File: config.mk
export PLATFORM = sky130hd
export DESIGN_NAME = reset_cause_arbiter
export DESIGN_NICKNAME = d
export VERILOG_FILES = /design/src/rtl/reset_cause_pkg.sv /design/src/rtl/reset_prio_pick.sv /design/src/rtl/reset_hold_timer.sv /design/src/rtl/reset_cause_reg.sv /design/src/rtl/reset_cause_arbiter.sv
export SDC_FILE = /design/constraint.sdc
export NUM_CORES = 1
export LEC_CHECK = 0
export ABC_AREA = 1
export BUFFER_PORTS_ARGS = -buffer_cell sky130_fd_sc_hd__buf_2
export CORE_MARGIN = 2
export CORE_UTILIZATION = 43
export DETAILED_ROUTE_END_ITERATION = 8
export PLACE_DENSITY_LB_ADDON = 0.2
export SLEW_MARGIN = 10
export SYNTH_ARGS = -nofsm -noshare
export SYNTH_HDL_FRONTEND = slang
export SYNTH_SLANG_ARGS = --single-unit
File: constraint.sdc
create_clock -name clk -period 3.3 [get_ports clk]
set_input_delay 0.99 -clock clk [delete_from_list [all_inputs] [get_ports clk]]
set_output_delay 0.99 -clock clk [all_outputs]
set_load 0.005 [all_outputs]
File: src/rtl/reset_cause_pkg.sv
package reset_cause_pkg;
  localparam int NUM_SYS  = 7;
  localparam int STATUS_W = NUM_SYS + 1;

  // synchronous request indices
  localparam int SRC_EXT   = 0;
  localparam int SRC_SWSYS = 1;
  localparam int SRC_SWEXT = 2;
  localparam int SRC_WDOG  = 3;
  localparam int SRC_LOL   = 4;
  localparam int SRC_LOC   = 5;
  localparam int SRC_CHK   = 6;

  // service order, highest first
  localparam int PRIO_ORDER [NUM_SYS] = '{SRC_EXT, SRC_SWSYS, SRC_WDOG, SRC_LOL,
                                          SRC_LOC, SRC_CHK, SRC_SWEXT};

  typedef logic [NUM_SYS-1:0]  sys_vec_t;
  typedef logic [STATUS_W-1:0] cause_vec_t;

  localparam cause_vec_t CAUSE_POR = cause_vec_t'(1);
endpackage

File: src/rtl/reset_prio_pick.sv
module reset_prio_pick
  import reset_cause_pkg::*;
(
  input  sys_vec_t req,
  output sys_vec_t win
);
  logic [NUM_SYS:0] taken;

  assign taken[0] = 1'b0;

  for (genvar k = 0; k < NUM_SYS; k++) begin : g_rank
    localparam int IDX = PRIO_ORDER[k];
    assign win[IDX]    = req[IDX] & ~taken[k];
    assign taken[k+1]  = taken[k] | req[IDX];
  end
endmodule

File: src/rtl/reset_hold_timer.sv
module reset_hold_timer #(
  parameter int unsigned RESET_CYCLES = 16
) (
  input  logic clk,
  input  logic por_req,
  input  logic load,
  output logic active
);
  localparam int CNT_W = $clog2(RESET_CYCLES + 1);

  logic [CNT_W-1:0] remain;

  always_ff @(posedge clk or posedge por_req) begin
    if (por_req) begin
      active <= 1'b1;
      remain <= CNT_W'(RESET_CYCLES);
    end else if (load) begin
      active <= 1'b1;
      remain <= CNT_W'(RESET_CYCLES);
    end else if (active) begin
      if (remain == CNT_W'(1)) begin
        active <= 1'b0;
      end else begin
        remain <= remain - CNT_W'(1);
      end
    end
  end
endmodule

File: src/rtl/reset_cause_reg.sv
module reset_cause_reg
  import reset_cause_pkg::*;
(
  input  logic       clk,
  input  logic       por_req,
  input  logic       grant,
  input  sys_vec_t   winner,
  output cause_vec_t cause,
  output logic       serviced
);
  always_ff @(posedge clk or posedge por_req) begin
    if (por_req) begin
      cause    <= CAUSE_POR;
      serviced <= 1'b0;
    end else begin
      serviced <= grant;
      if (grant) begin
        cause <= {winner, 1'b0};
      end
    end
  end
endmodule

File: src/rtl/reset_cause_arbiter.sv
module reset_cause_arbiter
  import reset_cause_pkg::*;
#(
  parameter int unsigned RESET_CYCLES = 16
) (
  input  logic                clk,
  input  logic                por_req,
  input  logic [NUM_SYS-1:0]  sys_req,
  output logic                reset_active,
  output logic                reset_serviced,
  output logic [STATUS_W-1:0] reset_cause
);
  logic     swext_q;
  logic     swext_rise;
  sys_vec_t eligible;
  sys_vec_t winner;
  logic     grant;

  // a request held through power-on is not treated as new
  always_ff @(posedge clk or posedge por_req) begin
    if (por_req) swext_q <= 1'b1;
    else         swext_q <= sys_req[SRC_SWEXT];
  end

  assign swext_rise = sys_req[SRC_SWEXT] & ~swext_q;

  always_comb begin
    eligible = '0;
    if (!reset_active) begin
      eligible = sys_req;
    end else if (swext_rise) begin
      eligible[SRC_SWEXT] = 1'b1;
    end
  end

  reset_prio_pick u_pick (
    .req (eligible),
    .win (winner)
  );

  assign grant = |winner;

  reset_hold_timer #(.RESET_CYCLES(RESET_CYCLES)) u_timer (
    .clk     (clk),
    .por_req (por_req),
    .load    (grant),
    .active  (reset_active)
  );

  reset_cause_reg u_cause (
    .clk      (clk),
    .por_req  (por_req),
    .grant    (grant),
    .winner   (winner),
    .cause    (reset_cause),
    .serviced (reset_serviced)
  );
endmodule

==> results of run 1 <==
cell type report:
| type | instances | area (µm²) | area share (%) |
|---|---|---|---|
| clock buffers | 4 | 36.3 | 3.65 |
| multi-input cells | 66 | 374 | 37.7 |
| well taps | 27 | 33.8 | 3.40 |
| repair buffers | 18 | 90.1 | 9.07 |
| inverters | 13 | 53.8 | 5.42 |
| flip-flops and latches | 16 | 405 | 40.8 |
flip-flops by register name, summed over array words and instances (netlist names):
signal	flops
u_cause.serviced	1
swext_q	1
u_timer.active	1
u_timer.remain	5
u_cause.cause	8
layer usage:
layer	vias up	wire (µm)	global-route usage, %
met4	0	15	5.71
met1	295	658	16.6
met3	2	45	1.85
li1	357	-	-
met2	9	731	24.3
met5	-	0	0
stage by stage:
stage | cells | instance area, µm² | total power [W] | setup WS [ps]
global route | 144 | 993 | 0.000966 | 1130
floorplan | 96 | 845 | 0.000664 | 1630
finish | 144 | 993 | 0.000880 | 1180
detailed placement | 140 | 957 | 0.000764 | 1360
CTS | 144 | 993 | 0.000892 | 1180
global placement | 140 | 957 | 0.000756 | 1410
synthesized netlist by cell type:
| library cell | n | area share [%] |
|---|---|---|
| a21oi_1 | 2 | 1.2 |
| buf_6 | 1 | 1.3 |
| dfrtp_1 | 12 | 36 |
| dfstp_2 | 4 | 12 |
| ha_1 | 2 | 3.0 |
| inv_1 | 10 | 4.4 |
| inv_2 | 2 | 0.89 |
| inv_6 | 1 | 1.0 |
| nand2_1 | 25 | 11 |
| nand2_2 | 3 | 2.2 |
| nand2_4 | 2 | 2.7 |
| nand3_1 | 9 | 5.3 |
| nand3_4 | 2 | 4.1 |
| nand3b_1 | 1 | 0.89 |
| nand4_1 | 9 | 6.7 |
| nor2_1 | 8 | 3.6 |
| nor2_8 | 1 | 2.4 |
| nor3_1 | 1 | 0.59 |
| o21ai_0 | 1 | 0.59 |
power by group through the flow:
stage | Clock, W | Combinational [W] | Sequential (W)
floorplan | 0 | 0.000344 | 0.000320
CTS | 0.000129 | 0.000432 | 0.000331
global placement | 0 | 0.000423 | 0.000334
global route | 0.000138 | 0.000484 | 0.000344
detailed placement | 0 | 0.000429 | 0.000335
finish | 0.000126 | 0.000422 | 0.000331
how the worst max path moves through the flow:
stage               cells past startpoint           start  slack (ps)                end
floorplan                               4      sys_req[1]        1630  u_timer.remain[4]
global placement                        5      sys_req[1]        1410  u_timer.remain[4]
detailed placement                      5      sys_req[1]        1360  u_timer.remain[4]
CTS                                     1  u_timer.active        1180       reset_active
global route                            1  u_timer.active        1130       reset_active
finish                                  1  u_timer.active        1180       reset_active
kinds of logic after synthesis:
group	count (synthesis)	synth area share (%)
AND/OR/NAND/NOR	61	39.6
AO/OA/AOI/OAI	3	1.78
buffers and inverters	14	7.70
flip-flops	16	48.0
adder cells (fa/ha/maj)	2	2.96
==> key figures, run 1 <==
Run status
  • Status: finished, final reports clean

Timing
  • Hold Vio Cnt, Final: 0
  • Worst Tran Pin Value: 594 ps
  • Minimum hold slack: 455 ps
  • Max Slew Vio Count: 0
  • Fin Clk Skew: 9.71 ps
  • RSZ-0062 raised after global routing: false
  • Final period util: 64.2%
  • Slew headroom: 60.4%
  • Setup-failing EPs final: 0
  • Final TNS setup: 0 ps
  • Fin crit period: 2120 ps
  • Max Clk Rate: 472 MHz

Setup path
  • CP delay by family, top: flip-flops
  • Setup crit start kind: flop
  • Worst-path fanout max: 11
  • Origin of the critical flop-to-flop path: u_timer.active
  • Reg-to-Reg End: u_timer.remain[4]
  • Crit Path Class: reg -> out
  • Worst r2r path cells: 5
  • Critical Path End Type: primary output
  • Critical path data arrival time: 1130 ps
  • Crit-path slowest cell: dfstp_2
  • Worst EP required: 2310 ps
  • Crit-path cells: buf_2
  • Slowest cell delay on critical path: 690 ps
  • Worst path buffer plus inverter count: 1
  • R2R setup slack: 1850 ps

Clocking
  • Clock transition at the registers of the reported paths: 100 ps
  • CTS tree: done
  • Worst skew pair latency: 280 ps
  • Cts hold-fix bufs: 0
  • Post-CTS Setup Bufs: 0
  • # clock sinks: 16
  • CTS Root Cell: clkbuf_4
  • H-tree depth: 1
  • Resized cells post-CTS: 0
  • CTS Buffer Depth: 2
  • Num CTS Buffers: 3

Power
  • Switching power: 0.000367 W
  • Power Dens Cells: 885 nW/µm²
  • Static leakage: 0.572 nW
  • Sequential power share: 37.7%
  • Int Power: 0.000513 W
  • Peak supply drop: 0.430 mV
  • Clock Power Share: 14.4%
  • Switching part of the total power: 41.7%
  • Gate power share: 48.0%

Yosys
  • Syn Inst Count: 96
  • Syn nets: 107
  • Cell Area, Synth: 845 µm²
  • Register area share after synthesis: 48.0%
  • Number of distinct library cells after synthesis: 19
  • Yosys warnings: 0
  • #FFs+latches synth: 16
  • Synthesized area per cell: 8.80 µm²

Die
  • Starting Density: 44.4%
  • Die area: 2330 µm²
  • Die Y: 48.3 µm
  • IO Count: 19
  • Die width: 48.3 µm
  • Core area: 1900 µm²
  • Core Rows: 16

Detailed routing
  • Drc violations: 0
  • First drt pass iteration count: 3
  • Vias/cell: 4.60
  • Initial DRC Count: 3
  • Routed Antenna Nets: 0
  • Total Wirelength: 1.45 mm
  • Vias: 663
  • WL/cell: 10.1 µm

Finish
  • Leading cell type in the layout, fill and taps excluded: nand2_1
  • Area grow syn2layout: 17.6%
  • Ant diodes: 0
  • Commonest non-fill, non-tap cells in the layout: nand2_1 (25), buf_2 (18), dfrtp_1 (12)
  • Final nets: 129
  • Post-layout util: 52.2%
  • FILL cells: 180
  • Share of layout cells above drive strength 1: 31.6%

Min path
  • Worst hold path cell count: 2
  • Min-delay src: u_cause.cause[0]
  • Worst Hold End: u_cause.cause[0]
  • Type of the worst min-delay path: reg -> reg

Placed design
  • Placer Congestion: 0.730
  • IO Port Bufs: 18
  • DP Wirelength: 1.17 mm

Global route
  • Overall Global Routing Usage: 13.6%
  • Initial antenna violation count: 0
  • First-pass GRT wire length: 2.55 mm
  • Pin count of the biggest net entering global routing: 17
  • Gr ovfl total: 0
  • Vias in the first global route: 618

Job
  • MaxCap Viol Count: 0
Note: power is estimated with default switching activity, not from simulation.
==> run 2: changes to the inputs <==
--- a/config.mk
+++ b/config.mk
@@ -5,7 +5,7 @@
 export SDC_FILE = /design/constraint.sdc
 export NUM_CORES = 1
 export LEC_CHECK = 0
-export ABC_AREA = 1
+export ABC_AREA = 0
 export BUFFER_PORTS_ARGS = -buffer_cell sky130_fd_sc_hd__buf_2
 export CORE_MARGIN = 2
 export CORE_UTILIZATION = 43
==> constraint.sdc (replaced) <==
create_clock -name clk -period 1.95 [get_ports clk]
set_input_delay 0.585 -clock clk [delete_from_list [all_inputs] [get_ports clk]]
set_output_delay 0.585 -clock clk [all_outputs]
set_load 0.005 [all_outputs]
==> run 2 against run 1 <==
- hold slack worse by 110 ps
- die area down 11%
- sequential power up 60%
- register-to-register slack worse by 1500 ps
- utilization up 4.7 points
- clock power up 70%
- critical path depth unchanged
- cell count down 29%
- synthesized cell count down 33%
- via count down 19%
- global-route usage up 0.65 points
==> key figures, run 2 <==
Yosys
  • Number of distinct library cells after synthesis: 31
  • Post-synth ARST share: 100%
  • Synth top area cells: dfrtp_1 (41%), dfstp_2 (14%), a32o_1 (4.1%)
  • Synth area leader: dfrtp_1
  • Syn Inst Count: 64
  • Syn nets: 75
  • #FFs+latches synth: 16
  • Register area share after synthesis: 54.7%
  • Count leader, synth: dfrtp_1
  • Synthesized area per cell: 11.6 µm²
  • Yosys warnings: 0
  • Top-area cell type share of the netlist area: 40.5%
  • Number of flops mapped to enable cells by yosys: 0
  • Dominant synthesized flop cell: dfrtp_1
  • Post-synth top cells: dfrtp_1 (12), inv_1 (6), nor2_1 (6)
  • Cell Area, Synth: 741 µm²

Power
  • Switching power: 0.000423 W
  • Static leakage: 0.441 nW
  • Switching part of the total power: 35.1%
  • Power Dens Cells: 1360 nW/µm²
  • Sequential power share: 43.9%
  • Peak supply drop: 0.778 mV
  • Int Power: 0.000782 W
  • Gate power share: 38.4%
  • Total power: 0.00121 W
  • Clock Power Share: 17.7%

Timing
  • Setup WS post-layout: 306 ps
  • Slew headroom: 60.9%
  • Final period util: 84.3%
  • Max Slew Vio Count: 0
  • Fin Clk Skew: 4.02 ps
  • Final TNS setup: 0 ps
  • Setup-failing EPs final: 0
  • Max Clk Rate: 608 MHz
  • Worst Tran Pin Value: 586 ps
  • RSZ-0062 raised after global routing: false
  • Hold Vio Cnt, Final: 0
  • Fin crit period: 1640 ps

Detailed routing
  • Vias: 536
  • Initial DRC Count: 5
  • Vias/cell: 5.25
  • Routed Antenna Nets: 0
  • WL/cell: 12.0 µm
  • First drt pass iteration count: 4
  • Total Wirelength: 1.23 mm
  • Drc violations: 0

Setup path
  • Crit Path Class: reg -> out
  • Crit-path slowest cell: dfstp_2
  • Worst EP required: 1360 ps
  • CP delay by family, top: flip-flops
  • Slowest cell delay on critical path: 640 ps
  • Critical Path End Type: primary output
  • Crit-path cells: buf_2
  • Worst-path fanout max: 9
  • Critical path data arrival time: 1060 ps
  • Worst path buffer plus inverter count: 1
  • Setup crit start kind: flop

Finish
  • Post-route cell area: 887 µm²
  • Share of layout cells above drive strength 1: 45.3%
  • Final nets: 98
  • Leading cell type in the layout, fill and taps excluded: buf_2
  • Ant diodes: 0
  • Max FFs per register: 8
  • Area grow syn2layout: 19.8%
  • Post-layout util: 56.9%
  • Largest Register: u_cause.cause
  • Commonest non-fill, non-tap cells in the layout: buf_2 (18), dfrtp_1 (12), nor2_1 (6), inv_1 (6)
  • Largest registers: u_cause.cause: 8 flops, u_timer.remain: 5 flops

Run status
  • Status: finished, final reports clean

Placed design
  • Placement Cell Area: 851 µm²
  • IO Port Bufs: 18
  • Setup WS pre-CTS: 236 ps
  • Placer Congestion: 0.708
  • DP Wirelength: 940 µm

Clocking
  • CTS tree: done
  • # clock sinks: 16
  • Cts hold-fix bufs: 0
  • Clock transition at the registers of the reported paths: 90 ps
  • H-tree depth: 1
  • Resized cells post-CTS: 0
  • CTS Root Cell: clkbuf_4
  • Num CTS Buffers: 3
  • Worst skew pair latency: 280 ps
  • Post-CTS Setup Bufs: 0
  • CTS Buffer Depth: 2

Die
  • Die Y: 45.5 µm
  • Core area: 1560 µm²
  • Die area: 2070 µm²
  • Core Rows: 14
  • Starting Density: 47.5%
  • IO Count: 19
  • Die width: 45.5 µm

Job
  • MaxCap Viol Count: 0

Global route
  • Gr ovfl total: 0
  • Initial antenna violation count: 0
  • First-pass GRT wire length: 2.13 mm
  • Vias in the first global route: 497
  • Pin count of the biggest net entering global routing: 17
  • Overall Global Routing Usage: 14.3%

Min path
  • Type of the worst min-delay path: in -> async
## run 2: cell types whose count changed in the layout (fill, tap and decap cells not counted), sizes merged, moves of 2 or more
cell | before | now
nand3 | 11 | 0
a22o | 0 | 2
a32o | 0 | 3
nand4 | 9 | 1
inv | 13 | 8
nand2 | 30 | 5
## run 2: power by group through the flow
stage / registers [W] / clock network, W / logic (W)
after floorplan: 0.000525 / 0 / 0.000344
after global placement: 0.000533 / 0 / 0.000462
after detailed placement: 0.000533 / 0 / 0.000467
after CTS: 0.000528 / 0.000223 / 0.000470
after global routing: 0.000544 / 0.000240 / 0.000532
final: 0.000529 / 0.000214 / 0.000463
## run 2: final cells by class
| cell class | instances | area (µm²) |
|---|---|---|
| Sequential cell | 16 | 405 |
| Inverter | 8 | 32.5 |
| Tap cell | 16 | 20.0 |
| Timing Repair Buffer | 18 | 90.1 |
| Fill cell | 142 | 672 |
| Clock buffer | 4 | 36.3 |
| Multi-Input combinational cell | 40 | 303 |
## run 2: final timing paths
kind,slack (ps),to,cells past startpoint,from
setup reg to reg,400,u_timer.remain[0],6,u_timer.remain[1]
hold / removal,350,u_cause.serviced,2,por_req
min in group clk,440,swext_q,1,sys_req[2]
setup / recovery,310,reset_active,1,u_timer.active
max in group asynchronous,1220,u_cause.cause[6],2,por_req
hold reg to reg,490,u_cause.cause[0],1,u_cause.cause[0]
## run 2: per-stage QoR
stage	hold slack, ps	cells
6_report	350	102
3_3_place_gp	471	98
2_1_floorplan	483	64
4_1_cts	358	102
3_5_place_dp	479	98
5_1_grt	395	102
## run 2: cells by family (layout without fill, tap and decap cells)
kind of cell | after synthesis | in the layout | share of synthesized area [%]
buffers and inverters | 8 | 30 | 4.39
AND/OR/NAND/NOR | 21 | 21 | 16.6
multiplexers | 1 | 1 | 1.35
adder cells (fa/ha/maj) | 2 | 2 | 3.38
XOR/XNOR | 2 | 2 | 2.37
flip-flops | 16 | 16 | 54.7
AO/OA/AOI/OAI | 14 | 14 | 17.2
## run 2: per-layer routing
metal	global-route usage, %	share of wire [%]
met4	7.06	0.49
met3	2.38	4.6
met5	0	0
met2	21.1	44
met1	20.1	51
